--- src/rtl/sd_rd_pkg.sv ---
// Package: shared state, operation and code values for the read sequencer.
// Assumes: command indices follow the SD card command numbering.
package sd_rd_pkg;

    typedef enum logic [2:0] {
        ST_IDLE,
        ST_INHIB,
        ST_CFG,
        ST_CMD,
        ST_RDY,
        ST_XFER
    } rd_state_t;

    typedef enum logic [1:0] {
        OP_SETCNT,
        OP_SINGLE,
        OP_MULTI,
        OP_STOP
    } rd_op_t;

    localparam logic [5:0] IDX_STOP   = 6'd12;
    localparam logic [5:0] IDX_SINGLE = 6'd17;
    localparam logic [5:0] IDX_MULTI  = 6'd18;
    localparam logic [5:0] IDX_SETCNT = 6'd23;

    localparam logic [1:0] RT_SHORT = 2'd1;
    localparam logic [1:0] RT_BUSY  = 2'd2;

    localparam logic [1:0] STS_OK     = 2'd0;
    localparam logic [1:0] STS_CMDERR = 2'd1;
    localparam logic [1:0] STS_TMO    = 2'd2;

endpackage

--- src/rtl/sd_rd_cmd_sel.sv ---
// Module: sd_rd_cmd_sel
// Maps the pending operation to command index, argument and response type.
// Assumes: inputs are registered in the parent and stable while a request is up.
module sd_rd_cmd_sel
    import sd_rd_pkg::*;
#(
    parameter int CNT_W     = 16,
    parameter int BLK_SHIFT = 9
) (
    input  rd_op_t            op,
    input  logic [31:0]       base_addr,
    input  logic [CNT_W-1:0]  blk_idx,
    input  logic [CNT_W-1:0]  blk_total,
    input  logic              high_cap,
    output logic [5:0]        index,
    output logic [31:0]       arg,
    output logic [1:0]        rtype
);

    logic [31:0] byte_base;

    // Byte address of the current block for standard-capacity cards.
    always_comb begin
        byte_base = (base_addr + 32'(blk_idx)) << BLK_SHIFT;
    end

    // Operation decode into command fields.
    always_comb begin
        index = IDX_SINGLE;
        arg   = 32'd0;
        rtype = RT_SHORT;
        case (op)
            OP_SETCNT: begin
                index = IDX_SETCNT;
                arg   = 32'(blk_total);
            end
            OP_SINGLE: begin
                index = IDX_SINGLE;
                arg   = high_cap ? base_addr : byte_base;
            end
            OP_MULTI: begin
                index = IDX_MULTI;
                arg   = base_addr;
            end
            OP_STOP: begin
                index = IDX_STOP;
                arg   = 32'd0;
                rtype = RT_BUSY;
            end
            default: ;
        endcase
    end

endmodule

--- src/rtl/sd_rd_timer.sv ---
// Module: sd_rd_timer
// Counts cycles while enabled and flags expiry at the programmed limit.
// Assumes: the count restarts whenever the enable drops.
module sd_rd_timer #(
    parameter int W = 16
) (
    input  logic         clk,
    input  logic         rst_n,
    input  logic         en,
    input  logic [W-1:0] limit,
    output logic         expired
);

    logic [W-1:0] cnt;

    // Expiry once the enabled span reaches the limit.
    always_comb begin
        expired = en && (cnt >= limit);
    end

    // Cycle counter, cleared outside a wait.
    always_ff @(posedge clk) begin
        if (!rst_n) begin
            cnt <= '0;
        end else if (!en) begin
            cnt <= '0;
        end else if (!expired) begin
            cnt <= cnt + 1'b1;
        end
    end

endmodule

--- src/rtl/sd_rd_beat_cnt.sv ---
// Module: sd_rd_beat_cnt
// Counts accepted words inside one block and flags the last one.
// Assumes: clr is held outside a block transfer.
module sd_rd_beat_cnt #(
    parameter int WORDS = 128
) (
    input  logic clk,
    input  logic rst_n,
    input  logic clr,
    input  logic step,
    output logic last
);

    localparam int CW = (WORDS > 1) ? $clog2(WORDS) : 1;

    logic [CW-1:0] cnt;

    // Last word of the block is being accepted.
    always_comb begin
        last = step && (cnt == CW'(WORDS - 1));
    end

    // Word position within the block.
    always_ff @(posedge clk) begin
        if (!rst_n || clr) begin
            cnt <= '0;
        end else if (last) begin
            cnt <= '0;
        end else if (step) begin
            cnt <= cnt + 1'b1;
        end
    end

endmodule

--- src/rtl/sd_mblk_reader.sv ---
// Module: sd_mblk_reader
// Sequences a multi-block card read over a command engine and a word data
// path, choosing addressing and termination from card capability flags.
// Assumes: the card is initialised; the command engine answers each held
// request with exactly one cmd_done or cmd_err.
module sd_mblk_reader
    import sd_rd_pkg::*;
#(
    parameter int          CNT_W         = 16,
    parameter int          TMR_W         = 16,
    parameter int          WORD_W        = 32,
    parameter int          BLK_BYTES     = 512,
    parameter logic [31:0] RESP_ERR_MASK = 32'hFFF9_C004
) (
    input  logic                                 clk,
    input  logic                                 rst_n,
    input  logic                                 start,
    input  logic [31:0]                          blk_addr,
    input  logic [CNT_W-1:0]                     blk_cnt,
    input  logic                                 cap_high,
    input  logic                                 cap_setcnt,
    input  logic [TMR_W-1:0]                     wait_limit,
    input  logic                                 dat_inhibit,
    output logic                                 cmd_valid,
    output logic [5:0]                           cmd_index,
    output logic [31:0]                          cmd_arg,
    output logic [1:0]                           cmd_rtype,
    input  logic                                 cmd_done,
    input  logic                                 cmd_err,
    input  logic [31:0]                          cmd_resp,
    output logic                                 xfer_cfg_valid,
    output logic [$clog2(BLK_BYTES):0]           xfer_bsize,
    output logic [CNT_W-1:0]                     xfer_bcnt,
    input  logic                                 rd_ready,
    input  logic                                 dat_valid,
    input  logic [WORD_W-1:0]                    dat_word,
    output logic                                 out_valid,
    output logic [WORD_W-1:0]                    out_data,
    output logic                                 rd_done,
    output logic [1:0]                           rd_status,
    output logic [CNT_W+$clog2(BLK_BYTES)-1:0]   rd_bytes
);

    localparam int BLK_SHIFT = $clog2(BLK_BYTES);
    localparam int WORDS     = BLK_BYTES / (WORD_W / 8);
    localparam int BYTES_W   = CNT_W + BLK_SHIFT;

    rd_state_t        state;
    rd_op_t           op_q;
    logic [31:0]      addr_q;
    logic [CNT_W-1:0] total_q;
    logic [CNT_W-1:0] idx_q;
    logic [CNT_W-1:0] idx_next;
    logic             high_q;
    logic             setcnt_q;
    logic             multi;
    logic             use_setcnt;
    logic             use_stop;
    logic             tmr_exp;
    logic             beat_last;
    logic             resp_bad;

    // Read shape derived from the latched request.
    always_comb begin
        multi      = total_q > CNT_W'(1);
        use_setcnt = high_q && multi && setcnt_q;
        use_stop   = high_q && multi && !setcnt_q;
        idx_next   = idx_q + 1'b1;
        resp_bad   = |(cmd_resp & RESP_ERR_MASK);
    end

    // Command fields for the pending operation.
    sd_rd_cmd_sel #(
        .CNT_W     (CNT_W),
        .BLK_SHIFT (BLK_SHIFT)
    ) i_cmd_sel (
        .op        (op_q),
        .base_addr (addr_q),
        .blk_idx   (idx_q),
        .blk_total (total_q),
        .high_cap  (high_q),
        .index     (cmd_index),
        .arg       (cmd_arg),
        .rtype     (cmd_rtype)
    );

    // Watchdog shared by the inhibit wait and the read-ready wait.
    sd_rd_timer #(
        .W (TMR_W)
    ) i_timer (
        .clk     (clk),
        .rst_n   (rst_n),
        .en      ((state == ST_INHIB) || (state == ST_RDY)),
        .limit   (wait_limit),
        .expired (tmr_exp)
    );

    // Word position inside the current block.
    sd_rd_beat_cnt #(
        .WORDS (WORDS)
    ) i_beat (
        .clk   (clk),
        .rst_n (rst_n),
        .clr   (state != ST_XFER),
        .step  ((state == ST_XFER) && dat_valid),
        .last  (beat_last)
    );

    // Request and geometry outputs taken from state and latched request.
    always_comb begin
        cmd_valid  = (state == ST_CMD);
        xfer_bsize = ($clog2(BLK_BYTES) + 1)'(BLK_BYTES);
        xfer_bcnt  = high_q ? total_q : CNT_W'(1);
    end

    // Sequencing state machine with completion reporting.
    always_ff @(posedge clk) begin
        if (!rst_n) begin
            state          <= ST_IDLE;
            op_q           <= OP_SINGLE;
            addr_q         <= '0;
            total_q        <= '0;
            idx_q          <= '0;
            high_q         <= 1'b0;
            setcnt_q       <= 1'b0;
            xfer_cfg_valid <= 1'b0;
            rd_done        <= 1'b0;
            rd_status      <= STS_OK;
            rd_bytes       <= '0;
        end else begin
            rd_done        <= 1'b0;
            xfer_cfg_valid <= 1'b0;
            case (state)
                ST_IDLE: begin
                    if (start) begin
                        addr_q   <= blk_addr;
                        total_q  <= (blk_cnt == '0) ? CNT_W'(1) : blk_cnt;
                        idx_q    <= '0;
                        high_q   <= cap_high;
                        setcnt_q <= cap_setcnt;
                        state    <= ST_INHIB;
                    end
                end
                ST_INHIB: begin
                    if (!dat_inhibit) begin
                        if (use_setcnt) begin
                            op_q  <= OP_SETCNT;
                            state <= ST_CMD;
                        end else begin
                            state <= ST_CFG;
                        end
                    end else if (tmr_exp) begin
                        state     <= ST_IDLE;
                        rd_done   <= 1'b1;
                        rd_status <= STS_TMO;
                        rd_bytes  <= '0;
                    end
                end
                ST_CFG: begin
                    xfer_cfg_valid <= 1'b1;
                    op_q           <= (high_q && multi) ? OP_MULTI : OP_SINGLE;
                    state          <= ST_CMD;
                end
                ST_CMD: begin
                    if (cmd_err || (cmd_done && resp_bad)) begin
                        state     <= ST_IDLE;
                        rd_done   <= 1'b1;
                        rd_status <= STS_CMDERR;
                        rd_bytes  <= '0;
                    end else if (cmd_done) begin
                        case (op_q)
                            OP_SETCNT: state <= ST_CFG;
                            OP_STOP: begin
                                state     <= ST_IDLE;
                                rd_done   <= 1'b1;
                                rd_status <= STS_OK;
                                rd_bytes  <= BYTES_W'(total_q) << BLK_SHIFT;
                            end
                            default:   state <= ST_RDY;
                        endcase
                    end
                end
                ST_RDY: begin
                    if (rd_ready) begin
                        state <= ST_XFER;
                    end else if (tmr_exp) begin
                        state     <= ST_IDLE;
                        rd_done   <= 1'b1;
                        rd_status <= STS_TMO;
                        rd_bytes  <= '0;
                    end
                end
                ST_XFER: begin
                    if (beat_last) begin
                        idx_q <= idx_next;
                        if (idx_next == total_q) begin
                            if (use_stop) begin
                                op_q  <= OP_STOP;
                                state <= ST_CMD;
                            end else begin
                                state     <= ST_IDLE;
                                rd_done   <= 1'b1;
                                rd_status <= STS_OK;
                                rd_bytes  <= BYTES_W'(total_q) << BLK_SHIFT;
                            end
                        end else if (!high_q) begin
                            op_q  <= OP_SINGLE;
                            state <= ST_CMD;
                        end else begin
                            state <= ST_RDY;
                        end
                    end
                end
                default: state <= ST_IDLE;
            endcase
        end
    end

    // Output stream register; accepts words only inside a block transfer.
    always_ff @(posedge clk) begin
        if (!rst_n) begin
            out_valid <= 1'b0;
            out_data  <= '0;
        end else begin
            out_valid <= (state == ST_XFER) && dat_valid;
            if ((state == ST_XFER) && dat_valid) begin
                out_data <= dat_word;
            end
        end
    end

endmodule

--- config.mk ---
export PLATFORM = sky130hd
export DESIGN_NAME = sd_mblk_reader
export DESIGN_NICKNAME = d
export VERILOG_FILES = /design/src/rtl/sd_rd_pkg.sv /design/src/rtl/sd_rd_cmd_sel.sv /design/src/rtl/sd_rd_timer.sv /design/src/rtl/sd_rd_beat_cnt.sv /design/src/rtl/sd_mblk_reader.sv
export SDC_FILE = /design/constraint.sdc
export NUM_CORES = 1
export LEC_CHECK = 0
export BUFFER_PORTS_ARGS = -buffer_cell sky130_fd_sc_hd__buf_2
export CELL_PAD_IN_SITES_DETAIL_PLACEMENT = 0
export CELL_PAD_IN_SITES_GLOBAL_PLACEMENT = 1
export CORE_AREA = 8 8 140 175
export CTS_CLUSTER_DIAMETER = 40
export DETAILED_ROUTE_END_ITERATION = 8
export DIE_AREA = 0 0 148 183
export PLACE_DENSITY = 0.95
export SLEW_MARGIN = 40
export SYNTH_ARGS = -nofsm -noshare
export SYNTH_HDL_FRONTEND = slang
export SYNTH_SLANG_ARGS = --single-unit
--- constraint.sdc ---
create_clock -name clk -period 8.8 [get_ports clk]
set_clock_uncertainty 0.1 [all_clocks]
set_input_delay 2.64 -clock clk [delete_from_list [all_inputs] [get_ports clk]]
set_output_delay 2.64 -clock clk [all_outputs]
set_load 0.01 [all_outputs]
==> results by group, run 1 <==
Global route
  • Initial antenna violation count: 0
  • GRT overflow: 0
  • First-pass GRT wire length: between 40,000 and 50,000 microns
  • Largest net degree at the start of global routing: approximately 100
  • Number of global-route vias before repair: around 8,200
  • Gr usage total: 0.193

Power and ir drop
  • Power per standard cell area: between 150 and 200 nW/um^2
  • Leak: roughly 4.5 nW
  • Worst vdd ir: 0.000140 V
  • Gate power share: 0.120
  • P_sw: approximately 0.00046 W
  • Flop pwr share: 0.435
  • Clock power share: 0.445
  • Int Pwr: ~0.0012 W
  • Sw frac: 0.281

Setup path
  • Max stage delay on crit path: approximately 0.70 ns
  • Type of element capturing the critical path: output port
  • R2R depth: 6
  • Largest delay share family, worst path: compound AO/OA/AOI/OAI gates
  • Critical path depth: 9
  • Cells along the critical path: ha_1, a21o_1, a2111oi_0, a21oi_1, a31oi_1, nor3b_1, xnor2_1, o21ai_0, buf_2
  • Worst Path Arrival: about 3.6 ns
  • Slowest CP cell: dfxtp_1
  • Critical-path maximum fanout: 14
  • CP bufs+invs: 1
  • Crit path kind: register to output port
  • Worst setup SP type: register
  • Required @ worst endpoint: 6.06 ns

CTS
  • CTS H-Tree Depth: 4
  • TritonCTS Buffers: 17
  • Post-CTS Setup Bufs: 0
  • CTS tree: yes
  • Root Buffer: clkbuf_16
  • Clk buf depth: 2
  • CTS Sinks: roughly 150
  • Clk pin slew, worst setup/hold paths: 0.06 ns
  • Worst-Skew Late Latency: between 0.4 and 0.5 ns
  • Hold bufs inserted after CTS: 0
  • CTS resizes: 0

Placement
  • Placed Cells: between 1,500 and 2,000
  • HPWL Detailed: 20,100 microns
  • Port Buffers: ~230
  • Final Wtd Congestion: about 0.9

Synthesis
  • Synth area leader: dfxtp_1
  • Synth Area in Simple Gates: 0.253
  • Post-synth EDFFs: 0
  • Async SR Flop Fraction: 0
  • Synth warnings: 0
  • Syn Inst Count: approximately 1,100
  • Post-synthesis compound-gate area fraction: 0.202
  • Main combinational cell family by area after synthesis: simple AND/OR/NAND/NOR gates
  • Top cell type's share of synthesized area: 0.346
  • Adder-Cell Fraction of Synth Area: 0.0627
  • Seq cells post-synth: roughly 150
  • Multiplexer share of the synthesized area: 0.00353
  • Synth Area in XOR/XNOR: 0.0608
  • Distinct cell type count of the synthesized netlist: 78
  • Register area share after synthesis: 0.346
  • Main area contributors after synthesis: dfxtp_1, nand2_1, a21oi_1
  • Most used DFF post-synth: dfxtp_1
  • Mean post-synth cell area: about 7.6 sq um
  • Synthesized cell area: between 8000 and 9000 sq um

Detailed routing
  • DRT Pass-1 Iters: 7
  • Routed Antenna Nets: 0
  • DRC: 0
  • Via count: around 8,400
  • Via/cell ratio: about 5.3
  • Drt wl/cell: 17.0 microns
  • Drt total wl: approximately 27,000 microns
  • DR iter-0 viols: roughly 450

Die
  • Die width: 148 microns
  • Die span in y: 183 microns
  • Die area: between 20,000 and 30,000 sq um
  • I/O Pins: 267
  • Num rows: around 60
  • Initial Util: 0.390
  • Floorplan core area: between 20,000 and 25,000 sq um

STA
  • RSZ-0062 raised after global routing: false
  • Slew HR: 0.459
  • Worst slew pin tran: between 0.8 and 0.9 ns
  • Max Clock Freq: 158 MHz
  • Max Slew Vio Count: 0
  • Fin crit share: 0.719
  • Setup TNS: 0 ns
  • Fin crit period: between 6 and 7 ns
  • Final setup viols: 0
  • Endpoints failing hold: 0

Cells and area
  • Final Net Count: 1,476
  • Fill cell count: 2,262
  • Fin cells: between 1,500 and 2,000
  • Layout cell share with drive strength beyond 1: 0.222
  • Register area: roughly 2900 sq um
  • Area of the multi-input gates: around 5000 sq um
  • Commonest non-fill, non-tap cell in the layout: nand2_1
  • Most frequent cells in the layout: nand2_1, buf_2, dfxtp_1, a21oi_1, nor2_1
  • Diode count: 0
  • Synth-to-layout area growth: 20.6%

Flow run
  • Max capacitance violation total: 0

Min path
  • Hold crit path type: register to register
  • Hold Path Depth: 2

Outcome
  • Status: finished clean
final timing paths:
| check | slack [ns] | from | to |
|---|---|---|---|
| setup / recovery | 2.48 | idx_q[7]$_SDFFE_PN0P_ | cmd_arg[30] |
| hold / removal | 0.35 | out_data[21]$_SDFFE_PN0P_ | out_data[21]$_SDFFE_PN0P_ |
| setup reg to reg | 4.92 | state[2]$_SDFFE_PN0P_ | rd_bytes[18]$_SDFFE_PN0P_ |
| hold reg to reg | 0.35 | out_data[21]$_SDFFE_PN0P_ | out_data[21]$_SDFFE_PN0P_ |
cells by family (layout without fill, tap and decap cells):
group                    count (synthesis)  in the layout
multiplexers                             3              3
AO/OA/AOI/OAI                          272            272
AND/OR/NAND/NOR                        460            460
XOR/XNOR                                59             59
flip-flops                             147            147
other                                    2             20
adder cells (fa/ha/maj)                 42             42
buffers and inverters                  127            306
stage by stage:
stage	cell area, sq um	hold slack [ns]	utilization	worst slack (ns)	power, W
5_1_grt	10300	0.368	0.470	2.26	0.00170
4_1_cts	10300	0.352	0.470	2.57	0.00165
6_report	10300	0.351	0.470	2.48	0.00164
3_5_place_dp	9670	0.343	0.443	3.04	0.000926
2_1_floorplan	8570	0.337	-	3.57	0.000847
3_3_place_gp	9660	0.338	0.443	3.08	0.000923
worst min-delay path: stages (launching register included):
cell and delay (ns):
dfxtp_1 0.31, nand2_1 0.05, a21oi_1 0.05
area by class of cell:
| type | instances | area share |
|---|---|---|
| inverter | 39 | 0.0143 |
| multi-input combinational | 856 | 0.492 |
| clock buffer | 18 | 0.0418 |
| timing repair buffer | 235 | 0.116 |
| clock inverter | 14 | 0.0150 |
| sequential | 147 | 0.287 |
| tap | 283 | 0.0345 |
power groups by stage:
stage	clock, W	sequential [W]	combinational [W]
finish	0.000731	0.000714	0.000198
global route	0.000768	0.000716	0.000220
CTS	0.000741	0.000713	0.000199
detailed placement	0	0.000729	0.000198
global placement	0	0.000728	0.000195
floorplan	0	0.000712	0.000135
cell usage after synthesis, drive strengths merged, types with 3 or more instances:
library cell	instances
a2111oi	3
a211o	5
a211oi	6
a21o	17
a21oi	126
a221oi	7
a22o	16
a22oi	4
a311oi	4
a31oi	5
and2	17
and3	9
and4	6
buf	37
clkbuf	51
dfxtp	147
ha	41
inv	39
mux2i	3
nand2	246
nand2b	5
nand3	22
nand4	14
nor2	66
nor2b	5
nor3	22
nor3b	3
nor4	18
nor4bb	4
o211ai	5
o21a	9
o21ai	44
or2	3
or3	9
xnor2	40
xor2	19
sequential cells by signal, summed over array words and instances (netlist names):
register / flops
addr_q: 32
out_data: 32
i_timer.cnt: 16
idx_q: 16
rd_bytes: 16
total_q: 16
i_beat.cnt: 7
state: 3
op_q: 2
rd_status: 2
high_q: 1
out_valid: 1
rd_done: 1
setcnt_q: 1
xfer_cfg_valid: 1
layer usage:
layer  global-route usage  vias up  part of all wire
li1                     -     4189                 -
met1                0.222     3945              0.41
met2                0.349      242              0.52
met3               0.0382       31             0.053
met4               0.0658        0             0.020
met5                    0        -                 0
Note: power is estimated with default switching activity, not from simulation.
==> inputs of run 2 (changes only) <==
- ABC_AREA: not set -> 1
- CORE_AREA: 8 8 140 175 -> 8 8 150 187
- DIE_AREA: 0 0 148 183 -> 0 0 158 195
- PLACE_DENSITY: 0.95 -> 0.93
- clock period: 8.8 -> 6.47 ns (I/O delays scaled with it)
==> run 2 against run 1 <==
Net effect: global-route usage up 0.69 points; non-clock buffer count up 5; synthesized cell count up 23%; count of clock-buffer cells in the layout unchanged; sequential cell count unchanged; first-iteration DRC count up 39%; worst setup slack worse by 1.3 ns; via count up 16%; register-to-register slack worse by 1.8 ns; sequential power up 40%; area after synthesis up 4.7%; critical path depth up 4; largest cell class unchanged; highest routed layer is now met5.
==> results by group, run 2 <==
Setup path
  • Worst Path Arrival: 3.27 ns
  • Worst setup SP type: register
  • Crit path kind: register to output port
  • Crit Reg-Reg Endpoint: rd_bytes[19]$_SDFFE_PN0P_
  • Reg-to-reg setup timing slack: about 3.1 ns
  • Worst reg2reg startpoint: state[2]$_SDFFE_PN0P_
  • R2R depth: 14
  • Required @ worst endpoint: 4.43 ns
  • Critical-path maximum fanout: 9
  • Type of element capturing the critical path: output port

STA
  • Worst slew pin tran: roughly 0.82 ns
  • Fin crit share: 0.821
  • Hold Worst Slack: between 0.3 and 0.4 ns
  • Setup TNS: 0 ns
  • Endpoints failing hold: 0
  • Max Slew Vio Count: 0
  • Max Clock Freq: ~190 MHz
  • RSZ-0062 raised after global routing: false
  • Slew HR: 0.453
  • Fin crit period: about 5.3 ns
  • Final setup viols: 0

Die
  • Floorplan core area: 25,000 sq um
  • Num rows: 65
  • Die span in y: roughly 200 microns
  • I/O Pins: 267
  • Initial Util: 0.355
  • Die area: ~31,000 sq um
  • Die width: around 160 microns

Global route
  • First-pass GRT wire length: between 40,000 and 50,000 microns
  • Largest net degree at the start of global routing: 76
  • Initial antenna violation count: 9
  • GRT overflow: 0
  • Number of global-route vias before repair: between 9,000 and 10,000
  • Gr usage total: 0.200

Synthesis
  • Mean post-synth cell area: approximately 6.5 sq um
  • Post-synthesis compound-gate area fraction: 0.174
  • Distinct cell type count of the synthesized netlist: between 40 and 50
  • Seq cells post-synth: about 150
  • Multiplexer share of the synthesized area: 0
  • Synth Area in XOR/XNOR: 0.00689
  • Adder-Cell Fraction of Synth Area: 0.0599
  • Async SR Flop Fraction: 0
  • Top cell type's share of synthesized area: 0.331
  • Top-count cell post-synth: nand2_1
  • Syn Inst Count: roughly 1,400
  • Most used DFF post-synth: dfxtp_1
  • Register area share after synthesis: 0.331
  • Synth area leader: dfxtp_1
  • Main area contributors after synthesis: dfxtp_1, nand2_1, a21oi_1
  • Post-synth EDFFs: 0
  • List of most frequent post-synthesis cells: nand2_1, a21oi_1, dfxtp_1
  • Synth Area in Simple Gates: 0.323
  • Synth warnings: 0
  • Synthesized cell area: roughly 9000 sq um
  • Main combinational cell family by area after synthesis: simple AND/OR/NAND/NOR gates

Placement
  • HPWL Detailed: about 24,000 microns
  • Final Wtd Congestion: roughly 0.92
  • Port Buffers: about 230

CTS
  • Hold bufs inserted after CTS: 0
  • Clk pin slew, worst setup/hold paths: 0.07 ns
  • CTS resizes: 0
  • CTS H-Tree Depth: 4
  • Clk buf depth: 2
  • Worst-Skew Late Latency: between 0.4 and 0.5 ns
  • Root Buffer: clkbuf_16
  • CTS Sinks: roughly 150
  • TritonCTS Buffers: 17
  • Post-CTS Setup Bufs: 0
  • CTS tree: yes

Power and ir drop
  • Gate power share: 0.209
  • P_sw: approximately 0.00083 W
  • Worst vdd ir: a little under 0.0002 V
  • Clock power share: 0.396
  • Sw frac: 0.327
  • Power per standard cell area: roughly 230 nW/um^2
  • Int Pwr: between 0.0015 and 0.002 W
  • Leak: roughly 5.1 nW
  • Flop pwr share: 0.395

Detailed routing
  • DRT Pass-1 Iters: 7
  • Drt total wl: 31,300 microns
  • Via count: between 9,000 and 10,000
  • DR iter-0 viols: about 620
  • Routed Antenna Nets: 0
  • Drt wl/cell: 16.2 microns
  • Via/cell ratio: ~5
  • DRC: 0

Cells and area
  • Most frequent cells in the layout: nand2_1, buf_2, a21oi_1, dfxtp_1, inv_1
  • Commonest non-fill, non-tap cell in the layout: nand2_1
  • Fill cell count: 2,743
  • Final Net Count: around 1,800
  • Layout cell share with drive strength beyond 1: 0.195
  • Top Registers: addr_q: 32 flops, out_data: 32 flops
  • Synth-to-layout area growth: 21.8%

Flow run
  • Max capacitance violation total: 0

Min path
  • WHS Endpoint: out_data[25]$_SDFFE_PN0P_
  • Hold crit path type: register to register
  • Min-delay src: out_data[25]$_SDFFE_PN0P_
  • Hold Path Depth: 2

Outcome
  • Status: finished clean
==> run 2: cell types whose count changed after synthesis, sizes merged, moves of 17 or more <==
cell / change
and2: -17
inv: +107
xnor2: -38
nand2: +143
o21ai: +18
nor2: +48
nand3: +77
a21oi: +46
==> run 2: cells by family (layout without fill, tap and decap cells) <==
| logic type | Yosys count | count (layout) |
|---|---|---|
| AOI/OAI and AO/OA | 283 | 283 |
| and+or+nand+nor | 670 | 670 |
| adders and majority gates | 42 | 42 |
| DFF | 147 | 147 |
| xor gates and xnor gates | 7 | 7 |
| other | 2 | 24 |
| buffers and inverters | 221 | 420 |
==> run 2: power groups by stage <==
stage / Sequential (W) / Combinational, W / Clock [W]
finish: 0.00100 / 0.000530 / 0.00100
global route: 0.00101 / 0.000588 / 0.00105
CTS: 0.00100 / 0.000530 / 0.00102
detailed placement: 0.00102 / 0.000528 / 0
global placement: 0.00102 / 0.000523 / 0
floorplan: 0.00100 / 0.000340 / 0
==> run 2: worst max-delay path by stage <==
stage / end / slack (ns) / startpoint / depth (start not counted)
finish: cmd_arg[29] / 1.16 / idx_q[0]$_SDFFE_PN0P_ / 13
global route: cmd_arg[29] / 0.93 / idx_q[0]$_SDFFE_PN0P_ / 13
CTS: cmd_arg[29] / 1.17 / idx_q[0]$_SDFFE_PN0P_ / 13
detailed placement: cmd_arg[29] / 1.65 / idx_q[0]$_SDFFE_PN0P_ / 13
global placement: cmd_arg[29] / 1.66 / idx_q[0]$_SDFFE_PN0P_ / 13
floorplan: cmd_arg[29] / 2.30 / addr_q[0]$_SDFFE_PN0P_ / 12
==> run 2: metal layers <==
metal	GRT usage	vias up	wire length, microns
met5	0	-	64
met4	0.0910	12	1100
met3	0.0510	64	1970
met2	0.356	305	16100
met1	0.217	4449	12100
li1	-	4898	-
==> run 2: critical path, cell delays in order, from the launching register on <==
cell	delay, ns
dfxtp_1	0.55
ha_1	0.32
inv_1	0.09
fa_1	0.36
inv_1	0.15
a21oi_1	0.12
o21ai_0	0.34
nand3_1	0.19
nand2_1	0.12
nand2_1	0.07
a21boi_0	0.13
o21ai_0	0.11
a21oi_1	0.13
buf_2	0.15
==> run 2: final cells by class <==
| cell class | count | area, sq um | area share |
|---|---|---|---|
| multi-input combinational | 1022 | 5100 | 0.471 |
| sequential | 147 | 2940 | 0.271 |
| timing repair buffer | 240 | 1220 | 0.113 |
| inverter | 148 | 559 | 0.0516 |
| clock buffer | 18 | 429 | 0.0396 |
| tap | 335 | 419 | 0.0387 |
| clock inverter | 14 | 153 | 0.0141 |
| antenna | 4 | 10.0 | 0.000923 |
==> run 2: per-stage QoR <==
| stage | area [sq um] | setup WS [ns] | util | instances | total power [W] |
|---|---|---|---|---|---|
| after global placement | 10200 | 1.66 | 0.409 | 1892 | 0.00154 |
| after CTS | 10800 | 1.17 | 0.432 | 1924 | 0.00255 |
| final | 10800 | 1.16 | 0.433 | 1928 | 0.00253 |
| after detailed placement | 10200 | 1.65 | 0.409 | 1892 | 0.00155 |
| after floorplan | 8970 | 2.30 | - | 1390 | 0.00134 |
| after global routing | 10800 | 0.929 | 0.433 | 1927 | 0.00265 |
==> inputs of run 3 (changes only) <==
- ABC_AREA: 1 -> 0
- CORE_AREA: 8 8 150 187 -> 8 8 153 191
- DIE_AREA: 0 0 158 195 -> 0 0 161 199
- PLACE_DENSITY: 0.93 -> 0.88
- clock period: 6.47 -> 4.5 ns (I/O delays scaled with it)
==> run 3 against run 2 <==
Net effect: sequential share of layout area increased by 0.64 points; critical path type unchanged; non-clock buffer count increased by 14; largest power group is now clock; sequential cell count unchanged; first-iteration DRC count shrank 39%; cell area decreased by 2.0%.
==> results by group, run 3 (same netlist as run 1, synthesis figures left out) <==
CTS
  • Clk buf depth: 2
  • Root Buffer: clkbuf_16
  • CTS tree: yes
  • Worst-Skew Late Latency: between 0.4 and 0.5 ns
  • Hold bufs inserted after CTS: 0
  • TritonCTS Buffers: 17
  • CTS H-Tree Depth: 4
  • Clk pin slew, worst setup/hold paths: ~0.060 ns
  • CTS Sinks: around 150

Setup path
  • Worst Setup SP: idx_q[7]$_SDFFE_PN0P_
  • Worst setup SP type: register
  • Type of element capturing the critical path: output port
  • Critical-path maximum fanout: 5
  • Required @ worst endpoint: approximately 3.1 ns
  • Worst Path Arrival: about 2.9 ns
  • Crit path kind: register to output port
  • Worst reg2reg startpoint: idx_q[0]$_SDFFE_PN0P_

Detailed routing
  • DR iter-0 viols: ~380
  • Routed Antenna Nets: 0
  • DRC: 0
  • Via count: roughly 8,500
  • Met3 wire len: about 1300 microns
  • Top sig layer: met4
  • DRT Pass-1 Iters: 5
  • WL met2: about 15,000 microns
  • Drt wl/cell: around 17 microns
  • Via/cell ratio: ~5
  • Drt total wl: roughly 28,000 microns
  • Met1 Wirelength: between 10,000 and 15,000 microns

Die
  • Initial Util: 0.323
  • Die span in y: 199 microns
  • I/O Pins: between 200 and 300
  • Die width: 161 microns
  • Die area: ~32,000 sq um
  • Floorplan core area: 26,300 sq um
  • Num rows: between 60 and 70

Cells and area
  • Synth-to-layout area growth: 25.0%
  • Commonest non-fill, non-tap cell in the layout: nand2_1
  • Register area: about 3000 sq um
  • Most frequent cells in the layout: nand2_1, buf_2, dfxtp_1, a21oi_1, nor2_1
  • Fin cells: between 1,500 and 2,000
  • Final Net Count: 1,495
  • Layout cell share with drive strength beyond 1: 0.243
  • Area of the multi-input gates: between 5000 and 6000 sq um
  • Fill cell count: around 2,800
  • Top Registers: addr_q: 32 flops, out_data: 32 flops
  • Diode count: 0

Placement
  • Final Wtd Congestion: roughly 0.90
  • Placed Cells: approximately 1,600
  • Port Buffers: around 230
  • HPWL Detailed: around 21,000 microns
  • Pre-CTS setup slack: 0.298 ns

Min path
  • Min-delay src: out_data[11]$_SDFFE_PN0P_
  • Hold crit path type: register to register

Global route
  • Largest net degree at the start of global routing: 53
  • Initial antenna violation count: 0
  • Number of global-route vias before repair: 8,154
  • Gr usage total: 0.167
  • First-pass GRT wire length: 43,300 microns
  • GRT overflow: 0

Power and ir drop
  • Total chip power: 0.00328 W
  • Leak: between 4 and 5 nW
  • Power per standard cell area: around 310 nW/um^2
  • Worst vdd ir: roughly 0.00026 V

STA
  • Final setup viols: 0
  • Setup TNS: 0 ns
  • Max Clock Freq: 229 MHz
  • Setup WS post-layout: 0.142 ns
  • Worst slew pin tran: 0.685 ns
  • Endpoints failing hold: 0
  • Max Slew Vio Count: 0
  • Fin crit period: approximately 4.4 ns
  • Slew HR: 0.539
  • RSZ-0062 raised after global routing: false
  • Fin crit share: 0.968

Outcome
  • Status: finished clean

Flow run
  • Max capacitance violation total: 0
-- run 3: cell count changes in the layout (fill, tap and decap cells not counted), sizes merged, moves of 18 or more --
cell | before | now
a21oi | 172 | 126
inv | 151 | 41
nand2 | 389 | 246
nand3 | 99 | 22
nor2 | 114 | 66
o21ai | 62 | 44
xnor2 | 2 | 40
-- run 3: critical path: stages, from the launching register on --
cell	delay [ns]
dfxtp_1	0.34
ha_1	0.31
buf_4	0.16
a21o_1	0.18
or3_1	0.32
o21a_4	0.25
a211o_1	0.25
a31oi_1	0.20
xor2_1	0.22
o21ai_1	0.09
buf_2	0.16
-- run 3: per-layer routing --
layer  GRT usage  vias up
met1       0.192     3953
li1            -     4231
met3      0.0335       47
met2       0.303      239
met4      0.0594        0
met5           0        -
-- run 3: area by class of cell --
type,instances,area share
Multi-Input combinational cell,856,0.484
Clock inverter,7,0.0113
Inverter,39,0.0140
Clock buffer,24,0.0463
Timing Repair Buffer,254,0.126
Sequential cell,147,0.278
Tap cell,345,0.0406
-- run 3: report_power, final --
part           internal (W)  switching [W]
combinational      0.000158       0.000243
sequential          0.00134      0.0000568
clock              0.000932       0.000556
-- run 3: path summary, 6_finish.rpt --
path	end	cells past startpoint	slack, ns
worst min-delay path	out_data[11]$_SDFFE_PN0P_	2	0.35
worst max register to register	rd_bytes[10]$_SDFFE_PN0P_	10	0.86
worst max-delay path	cmd_arg[23]	10	0.14
worst min register to register	out_data[11]$_SDFFE_PN0P_	2	0.35
-- run 3: timing repair --
| action | CTS | global route |
|---|---|---|
| setup buffers | 0 | 1 |
| endpoints found under the setup margin | 9 | 11 |
| pin swaps | 1 | 4 |
| resized for setup | 7 | 23 |
-- run 3: metrics by stage --
stage | hold WS, ns | area, sq um | utilization
5_1_grt | 0.377 | 10600 | 0.404
2_1_floorplan | 0.337 | 8570 | -
6_report | 0.350 | 10600 | 0.404
3_5_place_dp | 0.344 | 9890 | 0.376
3_3_place_gp | 0.339 | 9890 | 0.376
4_1_cts | 0.352 | 10500 | 0.400
